===== src/rtl/tex_clause_fetch.sv =====
module tex_clause_fetch #(
  parameter int IADDR_W = 8,
  parameter int CNT_W   = 8,
  parameter int RF_AW   = 4,
  parameter int DATA_W  = 32,
  parameter int OFF_W   = 8,
  parameter int TAGS    = 4,
  localparam int TAG_W   = (TAGS > 1) ? $clog2(TAGS) : 1,
  localparam int INSTR_W = 2 * RF_AW + OFF_W,
  localparam int NSLOT   = 1 << TAG_W,
  localparam int OC_W    = $clog2(TAGS + 1)
) (
  input  logic               clk,
  input  logic               rst_n,
  input  logic               start,
  input  logic [IADDR_W-1:0] start_addr,
  input  logic [CNT_W-1:0]   start_count,
  output logic               done,
  output logic               imem_req,
  output logic [IADDR_W-1:0] imem_addr,
  input  logic [INSTR_W-1:0] imem_rdata,
  output logic [RF_AW-1:0]   rf_raddr,
  input  logic [DATA_W-1:0]  rf_rdata,
  output logic               rf_we,
  output logic [RF_AW-1:0]   rf_waddr,
  output logic [DATA_W-1:0]  rf_wdata,
  output logic               l1_req_valid,
  input  logic               l1_req_ready,
  output logic [DATA_W-1:0]  l1_req_addr,
  output logic [TAG_W-1:0]   l1_req_tag,
  input  logic               l1_rsp_valid,
  input  logic [TAG_W-1:0]   l1_rsp_tag,
  input  logic [DATA_W-1:0]  l1_rsp_data
);

  logic               active;
  logic [IADDR_W-1:0] pc;
  logic [CNT_W-1:0]   total, fetch_cnt, issue_cnt;
  logic               fetch_pend;
  logic               ibuf_valid;
  logic [INSTR_W-1:0] ibuf;
  logic               rd_valid;
  logic [DATA_W-1:0]  rd_addr;
  logic [RF_AW-1:0]   rd_dst;
  logic [NSLOT-1:0]   slot_v;
  logic [RF_AW-1:0]   slot_dst [NSLOT];
  logic [TAG_W-1:0]   alloc_ptr;
  logic [OC_W-1:0]    out_cnt;
  logic               wb_valid;
  logic [RF_AW-1:0]   wb_reg;
  logic [DATA_W-1:0]  wb_data;

  logic [RF_AW-1:0] dec_dst, dec_src;
  logic [OFF_W-1:0] dec_off;
  logic hazard, ibuf_take, rd_fire, rsp_hit, fetch_go;

  assign dec_dst = ibuf[INSTR_W-1 -: RF_AW];
  assign dec_src = ibuf[OFF_W +: RF_AW];
  assign dec_off = ibuf[OFF_W-1:0];

  always_comb begin
    hazard = 1'b0;
    for (int i = 0; i < TAGS; i++)
      if (slot_v[i] && (slot_dst[i] == dec_src || slot_dst[i] == dec_dst)) hazard = 1'b1;
    if (rd_valid && (rd_dst == dec_src || rd_dst == dec_dst)) hazard = 1'b1;
    if (wb_valid && (wb_reg == dec_src || wb_reg == dec_dst)) hazard = 1'b1;
  end

  assign l1_req_valid = rd_valid && !slot_v[alloc_ptr];
  assign l1_req_addr  = rd_addr;
  assign l1_req_tag   = alloc_ptr;
  assign rd_fire      = l1_req_valid && l1_req_ready;
  assign rsp_hit      = l1_rsp_valid && slot_v[l1_rsp_tag];
  assign ibuf_take    = ibuf_valid && !hazard && (!rd_valid || rd_fire);
  assign fetch_go     = active && (fetch_cnt != total) && !fetch_pend && (!ibuf_valid || ibuf_take);
  assign done         = active && (issue_cnt == total) && (out_cnt == '0) && !wb_valid;

  assign imem_req = fetch_go;
  assign imem_addr = pc;
  assign rf_raddr = dec_src;
  assign rf_we    = wb_valid;
  assign rf_waddr = wb_reg;
  assign rf_wdata = wb_data;

  always_ff @(posedge clk) begin
    if (!rst_n) begin
      active <= 1'b0;
      pc <= '0;
      total <= '0;
      fetch_cnt <= '0;
      issue_cnt <= '0;
    end else if (!active) begin
      if (start) begin
        active <= 1'b1;
        pc <= start_addr;
        total <= start_count;
        fetch_cnt <= '0;
        issue_cnt <= '0;
      end
    end else begin
      if (done) active <= 1'b0;
      if (fetch_go) begin
        pc <= pc + 1'b1;
        fetch_cnt <= fetch_cnt + 1'b1;
      end
      if (rd_fire) issue_cnt <= issue_cnt + 1'b1;
    end
  end

  always_ff @(posedge clk) begin
    if (!rst_n) begin
      fetch_pend <= 1'b0;
      ibuf_valid <= 1'b0;
      ibuf <= '0;
    end else if (fetch_pend) begin
      fetch_pend <= 1'b0;
      ibuf_valid <= 1'b1;
      ibuf <= imem_rdata;
    end else begin
      fetch_pend <= fetch_go;
      if (ibuf_take) ibuf_valid <= 1'b0;
    end
  end

  always_ff @(posedge clk) begin
    if (!rst_n) begin
      rd_valid <= 1'b0;
      rd_addr <= '0;
      rd_dst <= '0;
    end else if (ibuf_take) begin
      rd_valid <= 1'b1;
      rd_addr <= rf_rdata + DATA_W'(dec_off);
      rd_dst <= dec_dst;
    end else if (rd_fire) begin
      rd_valid <= 1'b0;
    end
  end

  always_ff @(posedge clk) begin
    if (!rst_n) begin
      slot_v <= '0;
      alloc_ptr <= '0;
      out_cnt <= '0;
    end else begin
      if (rd_fire) begin
        slot_v[alloc_ptr] <= 1'b1;
        alloc_ptr <= (alloc_ptr == TAG_W'(TAGS - 1)) ? '0 : alloc_ptr + 1'b1;
      end
      if (rsp_hit) slot_v[l1_rsp_tag] <= 1'b0;
      out_cnt <= out_cnt + OC_W'(rd_fire) - OC_W'(rsp_hit);
    end
  end

  always_ff @(posedge clk)
    if (rd_fire) slot_dst[alloc_ptr] <= rd_dst;

  always_ff @(posedge clk) begin
    if (!rst_n) begin
      wb_valid <= 1'b0;
      wb_reg <= '0;
      wb_data <= '0;
    end else begin
      wb_valid <= rsp_hit;
      wb_reg <= slot_dst[l1_rsp_tag];
      wb_data <= l1_rsp_data;
    end
  end


  req_hold_chk: assert property (@(posedge clk) disable iff (!rst_n)
    (l1_req_valid && !l1_req_ready) |=> (l1_req_valid && $stable(l1_req_addr) && $stable(l1_req_tag)));


  out_count_chk: assert property (@(posedge clk) disable iff (!rst_n)
    (32'(out_cnt) == $countones(slot_v)) && (out_cnt <= OC_W'(TAGS)));


  wb_after_rsp_chk: assert property (@(posedge clk) disable iff (!rst_n)
    rf_we |-> $past(l1_rsp_valid));


  done_cause_chk: assert property (@(posedge clk) disable iff (!rst_n)
    done |-> ($past(rf_we) || $past(start)));

endmodule


===== config.mk =====
export PLATFORM = sky130hd
export DESIGN_NAME = tex_clause_fetch
export DESIGN_NICKNAME = d
export VERILOG_FILES = /design/src/rtl/tex_clause_fetch.sv
export SDC_FILE = /design/constraint.sdc
export NUM_CORES = 1
export LEC_CHECK = 0
export BUFFER_PORTS_ARGS = -buffer_cell sky130_fd_sc_hd__clkbuf_2
export CAP_MARGIN = 20
export CORE_ASPECT_RATIO = 1.4
export CORE_MARGIN = 2
export CORE_UTILIZATION = 48
export DETAILED_ROUTE_END_ITERATION = 8
export GPL_TIMING_DRIVEN = 0
export PLACE_DENSITY = 0.89
export SETUP_SLACK_MARGIN = 0.3
export SYNTH_ARGS = -nofsm -noshare
export SYNTH_HDL_FRONTEND = slang
export SYNTH_SLANG_ARGS = --single-unit

===== constraint.sdc =====
create_clock -name clk -period 2.7 [get_ports clk]
set_input_delay 0.54 -clock clk [delete_from_list [all_inputs] [get_ports clk]]
set_output_delay 0.54 -clock clk [all_outputs]
set_load 0.02 [all_outputs]

==> results.tsv, run 1 <==
stage	metric	value	unit
run_status	outcome	complete, no violations	
min_path	min-delay worst type	input port to flip-flop	
placed_design	Setup WS pre-CTS	-0.229	ns
synthesis	count of cell types in the netlist	54	
synthesis	multiplexer share of the synthesized area	0.0596	
synthesis	synth cell count leaders	134 x dfxtp_1, 65 x xor2_1, 60 x nor2_1	
timing	Final setup viols	0	
global_route	GRT overflow	0	
critical_path	Worst Setup Start Kind	flip-flop	
clock_network	Root Buffer	clkbuf_16	
floorplanning	# IOs	189	
synthesis	Yosys reg bits	150	
timing	final hold slack	0.331	ns
synthesis	sequential-to-total area share from yosys stat	0.443	
synthesis	top cell type's share of synthesized area	0.376	
synthesis	Synth warnings	0	
detailed_routing	overall routed net length	20500	um
timing	Tmin final	2.59	ns
critical_path	Worst Setup Path Type	flip-flop to output pin	
clock_network	CTS tree	yes	
critical_path	Critical Path, Cell by Cell	xor2_2 > nor4_2 > o21ai_1 > buf_4 > nand4b_4 > o21ai_4 > buf_8	
power_and_ir_drop	Power Density	591	nW/um^2
layout	Net count, final	1107	
detailed_routing	number of remaining DRC errors	0	
detailed_routing	WL per Instance	17.3	um
synthesis	number of flops mapped to enable cells by yosys	16	
floorplanning	Die Ht	148	um
synthesis	most frequent cell after synthesis	dfxtp_1	
synthesis	ys flop type	dfxtp_1	
critical_path	Worst Setup End Kind	output pin	
detailed_routing	Via-to-Cell Ratio	5.50	
floorplanning	Rows	52	
floorplanning	Core Region	14500	sq um
synthesis	Post-Synthesis Cells	762	
clock_network	Worst-Skew Late Latency	0.41	ns
detailed_routing	initial drt markers	324	
clock_network	htree depth	4	
clock_network	cts hold-fix bufs	0	
synthesis	syn_area_per_cell	9.37	sq um
timing	Tightest Pin Transition	0.854	ns
critical_path	CP required	2.16	ns
synthesis	xor and xnor area share after synthesis	0.117	
layout	ANT cells	0	
job	max-cap violations	0	
synthesis	area leader, netlist	dfxtp_1	
critical_path	slowest CP cell	edfxtp_1	
timing	Pins Over Slew Limit	0	
critical_path	RR Startpoint	slot_v[2]	
clock_network	total CTS buffers	17	
timing	Tcrit/Tclk final	0.960	
synthesis	Cell Area, Synth	7140	sq um
timing	max_slew headroom	0.431	
placed_design	HPWL Detailed	14000	um
synthesis	syn_nets	884	
detailed_routing	ANT nets after route	0	
placed_design	Port Buf Inserts	185	
layout	Area growth syn-to-layout	31.5	%
floorplanning	initial cell density of the core	0.492	
synthesis	ys async rst share	0	
critical_path	WP data arrival	2.05	ns
timing	unrepaired setup endpoints after global routing	true	
layout	share of cells above drive strength 1	0.321	
global_route	initial antenna violation count	0	
power_and_ir_drop	Max VDD drop	542	uV
critical_path	CP startpoint	slot_dst[2][0]	
floorplanning	DIE WIDTH	107	um
timing	Layout Skew	0.00952	ns
synthesis	simple-gate share of the synthesized area	0.188	
global_route	GRT Total Usage	0.248	
clock_network	Sink Count	150	
power_and_ir_drop	Static Leak	4.13	nW
timing	Hold Fails Final Rpt	0	
global_route	first-pass GRT wire length	31300	um
timing	Fmax	386	MHz
synthesis	largest family of logic cells by synthesized area	simple AND/OR/NAND/NOR gates	
clock_network	clock buffer depth	2	
synthesis	largest cells by area after synthesis	dfxtp_1 38%, xor2_1 8.0%, edfxtp_1 6.7%, and2_1 4.1%, a21oi_1 4.1%	
synthesis	fraction of the mapped netlist area in adder cells	0.0354	
global_route	largest net degree at the start of global routing	17	
min_path	hold_sp	l1_rsp_data[29]	
placed_design	Final GP Congestion	0.907	
timing	setup TNS	0	ns
synthesis	Compound-Gate Fraction of Synth Area	0.118	
detailed_routing	vias post-DR	6534	
floorplanning	die footprint	15900	sq um
detailed_routing	Pre-antenna DRT Iters	5	
timing	slack of the critical path	0.107	ns
global_route	vias in the first global route	6546	
critical_path	Worst Path Max Fanout	3	
clock_network	Worst-path clk slew	0.06	ns
critical_path	CP max stage delay	0.50	ns
worst paths after layout:
kind / slack (ns) / to / cells after the start
worst min register to register: 0.48 / issue_cnt[7] / 1
worst max register to register: 0.20 / out_cnt[2] / 12
worst max-delay path: 0.11 / imem_req / 7
worst min-delay path: 0.33 / rf_wdata[29] / 2
critical path, delay by kind of cell, from the launching register on:
kind,cells,cell delay [ns]
buf+inv,2,0.31
compound gates,2,0.18
simple gates,2,0.41
flops,1,0.50
xor+xnor,1,0.23
layout make-up:
| class | count | area [sq um] |
|---|---|---|
| Fill cell | 1137 | 5120 |
| Multi-Input combinational cell | 554 | 3960 |
| Sequential cell | 150 | 3170 |
| Timing Repair Buffer | 204 | 1120 |
| Clock buffer | 21 | 450 |
| Buffer | 46 | 304 |
| Tap cell | 189 | 236 |
| Clock inverter | 11 | 100 |
| Inverter | 12 | 50.0 |
logic make-up (layout without fill, tap and decap cells):
| family | count (synthesis) | after routing |
|---|---|---|
| flip-flops | 150 | 150 |
| XOR/XNOR | 95 | 95 |
| buffers and inverters | 58 | 294 |
| adder cells (fa/ha/maj) | 19 | 19 |
| multiplexers | 35 | 35 |
| AO/OA/AOI/OAI | 145 | 145 |
| AND/OR/NAND/NOR | 260 | 260 |
stage by stage:
step / util / area, sq um / cells / power [mW]
after floorplan: - / 7190 / 762 / 2.96
after global placement: 0.575 / 8350 / 1136 / 3.22
after detailed placement: 0.575 / 8350 / 1136 / 3.24
after CTS: 0.629 / 9130 / 1181 / 5.51
after global routing: 0.647 / 9390 / 1187 / 5.75
final: 0.647 / 9390 / 1187 / 5.55
cells in the final DEF, fill, tap and decap left out, types with 4 or more instances in the layout:
master / instances
dfxtp_2: 6
buf_2: 4
o21ai_1: 7
nand2_1: 56
nor4_2: 4
o21ai_0: 42
mux4_2: 6
o31ai_1: 5
and3_1: 15
dfxtp_1: 127
ha_1: 15
nand3_1: 21
mux2i_1: 29
nor2_1: 57
xor2_1: 54
inv_1: 7
clkbuf_1: 24
clkinvlp_4: 4
xnor2_1: 30
a21oi_1: 58
a21boi_0: 5
nand4_1: 11
nor2b_1: 4
nor3_1: 4
buf_4: 24
nand2b_1: 5
nor4_1: 9
xor2_2: 10
clkbuf_16: 19
buf_6: 8
clkbuf_2: 186
and2_1: 47
edfxtp_1: 16
or2_2: 4
inv_2: 4
sequential cells by signal, indices dropped and copies added, names as in the netlist:
| name | flops |
|---|---|
| l1_req_addr | 32 |
| rf_wdata | 32 |
| ibuf | 16 |
| slot_dst | 16 |
| fetch_cnt | 8 |
| imem_addr | 8 |
| issue_cnt | 8 |
| total | 8 |
| rd_dst | 4 |
| rf_waddr | 4 |
| slot_v | 4 |
| out_cnt | 3 |
| l1_req_tag | 2 |
| active | 1 |
| fetch_pend | 1 |
| ibuf_valid | 1 |
| rd_valid | 1 |
| rf_we | 1 |
report_power, final:
group	total (mW)	switching, mW	internal, mW
Sequential	2.42	0.0711	2.35
Combinational	0.886	0.511	0.375
Clock	2.24	0.948	1.30
layer usage:
layer | global-route usage | vias up | part of all wire
li1 | - | 3076 | -
met1 | 0.266 | 3089 | 0.36
met2 | 0.449 | 304 | 0.52
met3 | 0.0618 | 65 | 0.076
met4 | 0.123 | 0 | 0.040
met5 | 0 | - | 0
timing repair:
action                                  in CTS  in global routing
gates resized for setup                     29                 48
setup buffers                               13                  5
endpoints found under the setup margin      34                 43
cloned                                       0                  1
pin swaps                                   13                 10
(Power assumes the default switching activity.)
==> run 2: changes to the inputs <==
--- a/config.mk
+++ b/config.mk
@@ -6,4 +6,5 @@
 export NUM_CORES = 1
 export LEC_CHECK = 0
+export ABC_AREA = 1
 export BUFFER_PORTS_ARGS = -buffer_cell sky130_fd_sc_hd__clkbuf_2
 export CAP_MARGIN = 20
@@ -13,5 +14,5 @@
 export DETAILED_ROUTE_END_ITERATION = 8
 export GPL_TIMING_DRIVEN = 0
-export PLACE_DENSITY = 0.89
+export PLACE_DENSITY = 0.88
 export SETUP_SLACK_MARGIN = 0.3
 export SYNTH_ARGS = -nofsm -noshare
==> constraint.sdc (replaced) <==
create_clock -name clk -period 2.7 [get_ports clk]
set_input_delay 0.27 -clock clk [delete_from_list [all_inputs] [get_ports clk]]
set_output_delay 0.27 -clock clk [all_outputs]
set_load 0.02 [all_outputs]
==> run 2 against run 1 <==
Setup slack improved by 0.28 ns; synthesized cell count rose by 40%; global-route usage rose by 0.81 points; worst hold slack lost 0.30 ns; utilization is 2.7 points lower.
==> results.tsv, run 2 <==
stage	metric	value	unit	change
run_status	outcome	complete, no violations		
floorplanning	# IOs	189		unchanged
layout	sequential cell area	3180	sq um	about the same
timing	Fmax	433	MHz	+12%
detailed_routing	ANT nets after route	0		unchanged
synthesis	largest cells by area after synthesis	dfxtp_1 35%, nand2_1 15%, nor2_1 6.8%, edfxtp_1 6.3%, inv_1 5.2%		
critical_path	Worst Path Max Fanout	4		+1
clock_network	Worst-Skew Late Latency	0.42	ns	about the same
timing	max_slew headroom	0.590		+0.159
critical_path	Most common cell on crit path	nand2_1		
synthesis	syn_nets	1192		+35%
placed_design	Port Buf Inserts	187		+1.1%
layout	ANT cells	0		unchanged
synthesis	ys flop type	dfxtp_1		
layout	Area growth syn-to-layout	26.6	%	
detailed_routing	number of remaining DRC errors	0		unchanged
global_route	initial antenna violation count	0		unchanged
timing	Hold Fails Final Rpt	0		unchanged
floorplanning	Core Region	15500	sq um	+7.1%
synthesis	sequential-to-total area share from yosys stat	0.416		-0.0272
critical_path	Worst Setup Start Kind	flip-flop		
detailed_routing	WL per Instance	14.2	um	-18%
floorplanning	DIE WIDTH	110	um	+3.1%
detailed_routing	vias post-DR	7695		+18%
detailed_routing	overall routed net length	21200	um	+3.2%
timing	unrepaired setup endpoints after global routing	true		
floorplanning	Die Ht	153	um	+3.1%
global_route	first-pass GRT wire length	34100	um	+9.0%
layout	highest-count cells in the layout ignoring fill and taps	290 x nand2_1, 186 x clkbuf_2, 133 x nor2_1		
placed_design	HPWL Detailed	16100	um	+15%
critical_path	CP required	2.43	ns	+0.27 ns
synthesis	Synth warnings	0		unchanged
synthesis	top cell type's share of synthesized area	0.353		-0.0230
synthesis	Compound-Gate Fraction of Synth Area	0.129		+0.0107
synthesis	ys async rst share	0		unchanged
clock_network	Root Buffer	clkbuf_16		
clock_network	Worst-path clk slew	0.07	ns	about the same
synthesis	number of flops mapped to enable cells by yosys	16		unchanged
synthesis	most frequent cell after synthesis	nand2_1		
power_and_ir_drop	Power Density	622	nW/um^2	+5.3%
clock_network	Sink Count	150		unchanged
clock_network	cts hold-fix bufs	0		unchanged
min_path	min-delay worst type	input port to flip-flop		
synthesis	area leader, netlist	dfxtp_1		
critical_path	reg2reg setup slack	0.40	ns	+0.20 ns
floorplanning	initial cell density of the core	0.490		-0.00262
detailed_routing	initial drt markers	479		+48%
global_route	GRT overflow	0		unchanged
critical_path	Worst Setup End Kind	output pin		
detailed_routing	Via-to-Cell Ratio	5.14		-6.6%
timing	Layout Skew	0.00865	ns	-0.000876 ns
layout	area occupied by multi-input gates	3860	sq um	-2.4%
floorplanning	Rows	54		+3.8%
detailed_routing	Pre-antenna DRT Iters	6		+1
timing	setup TNS	0	ns	unchanged
synthesis	largest family of logic cells by synthesized area	simple AND/OR/NAND/NOR gates		
critical_path	delay-heaviest family, CP	simple AND/OR/NAND/NOR gates		
layout	Net count, final	1410		+27%
global_route	GRT Total Usage	0.257		+0.00808
layout	share of cells above drive strength 1	0.238		-0.0831
synthesis	count of cell types in the netlist	43		-20%
global_route	largest net degree at the start of global routing	17		unchanged
synthesis	syn_area_per_cell	7.11	sq um	-24%
placed_design	Final GP Congestion	0.970		+6.9%
layout	final design area excluding fillers	9630	sq um	+2.6%
floorplanning	die footprint	16900	sq um	+6.3%
power_and_ir_drop	Static Leak	4.79	nW	+16%
critical_path	slowest CP cell	edfxtp_1		
layout	Fill cells	1396		+23%
critical_path	WP data arrival	2.04	ns	about the same
synthesis	simple-gate share of the synthesized area	0.275		+0.0868
synthesis	xor and xnor area share after synthesis	0.0599		-0.0567
timing	Tmin final	2.31	ns	-0.284 ns
synthesis	Cell Area, Synth	7610	sq um	+6.5%
global_route	vias in the first global route	7486		+14%
timing	Pins Over Slew Limit	0		unchanged
timing	final hold slack	0.0266	ns	-0.304 ns
job	max-cap violations	0		unchanged
timing	Tightest Pin Transition	0.616	ns	-0.238 ns
synthesis	Post-Synthesis Cells	1070		+40%
clock_network	htree depth	4		unchanged
power_and_ir_drop	Max VDD drop	539	uV	-0.51%
critical_path	Buf/Inv on CP	4		+2
critical_path	CP max stage delay	0.44	ns	-0.06 ns
layout	commonest non-fill, non-tap cell in the layout	nand2_1		
synthesis	fraction of the mapped netlist area in adder cells	0.0332		-0.00217
clock_network	CTS tree	yes		
placed_design	Cell Area, Placed	8790	sq um	+5.3%
timing	Tcrit/Tclk final	0.855		-0.105
critical_path	Worst Setup Path Type	flip-flop to output pin		
synthesis	multiplexer share of the synthesized area	0.00132		-0.0583
timing	Final setup viols	0		unchanged
synthesis	Yosys reg bits	150		unchanged
clock_network	total CTS buffers	17		unchanged
clock_network	clock buffer depth	2		unchanged
critical_path	Critical Path, Cell by Cell	inv_1 > nand2_1 > nand2_1 > nor2_1 > nand2_1 > nand2_1 > nand2_1 > nand2_2 > nor2_4 > nand3_4 > nand2_4 > nand2_8 > buf_8 > inv_4 > buf_8		
synthesis	synth cell count leaders	303 x nand2_1, 137 x nor2_1, 134 x dfxtp_1		
-- run 2: cell types whose count changed in the layout (fill, tap and decap cells not counted), moves of 22 or more --
cell | previous run | this run
nand2_1 | 56 | 290
and2_1 | 47 | 0
nor2_1 | 57 | 133
xor2_1 | 54 | 32
inv_1 | 7 | 103
mux2i_1 | 29 | 1
o21ai_0 | 42 | 76
-- run 2: logic make-up after synthesis --
family | after synthesis
adder cells (fa/ha/maj) | 19
buffers and inverters | 158
flip-flops | 150
AO/OA/AOI/OAI | 180
AND/OR/NAND/NOR | 510
XOR/XNOR | 52
multiplexers | 1
-- run 2: power by group --
group / internal, mW / switching (mW)
Combinational: 0.423 / 0.693
Clock: 1.39 / 0.962
Sequential: 2.40 / 0.121
Total: 4.22 / 1.78
-- run 2: final cells by class --
type                    instances  share of cell area
plain buffers                  40              0.0257
flip-flops and latches        150               0.330
inverters                     118              0.0499
clock buffers                  18              0.0456
well taps                     196              0.0255
repair buffers                199               0.108
multi-input cells             762               0.401
clock inverters                14              0.0152
-- run 2: final timing paths --
check	to	from	cells past startpoint
hold / removal	rf_wdata[30]	l1_rsp_data[30]	3
setup / recovery	imem_req	slot_dst[0][1]	15
hold reg to reg	out_cnt[2]	out_cnt[2]	1
setup reg to reg	out_cnt[2]	l1_req_tag[0]	13
-- run 2: routing by layer --
layer | GRT usage | share of wire
met2 | 0.455 | 0.52
met3 | 0.0469 | 0.053
met5 | 0 | 0
met1 | 0.274 | 0.37
met4 | 0.156 | 0.055
-- run 2: worst register-to-register path, stage by stage (launching register included) --
cell      delay (ns)
dfxtp_4         0.38
inv_2           0.07
nand2_1         0.06
nand3_1         0.10
a21boi_4        0.21
nand2_4         0.10
ha_1            0.29
inv_1           0.05
ha_1            0.12
inv_1           0.04
fa_1            0.37
xor2_1          0.20
o21ai_0         0.10
a21oi_1         0.14
-- run 2: timing repair --
item                                    CTS  global route
hold endpoints to repair                  0             0
endpoints found under the setup margin    2            12
setup buffers                             5             7
resized for setup                        22            42
pin swaps                                 4            16
-- run 2: metrics by stage --
step | cells | setup WS [ns] | utilization | power [mW]
6_report | 1497 | 0.391 | 0.620 | 5.99
5_1_grt | 1497 | 0.260 | 0.620 | 6.29
4_1_cts | 1490 | 0.302 | 0.610 | 6.00
3_5_place_dp | 1453 | 0.00145 | 0.566 | 3.61
3_3_place_gp | 1453 | 0.122 | 0.566 | 3.58
2_1_floorplan | 1070 | 0.321 | - | 3.24
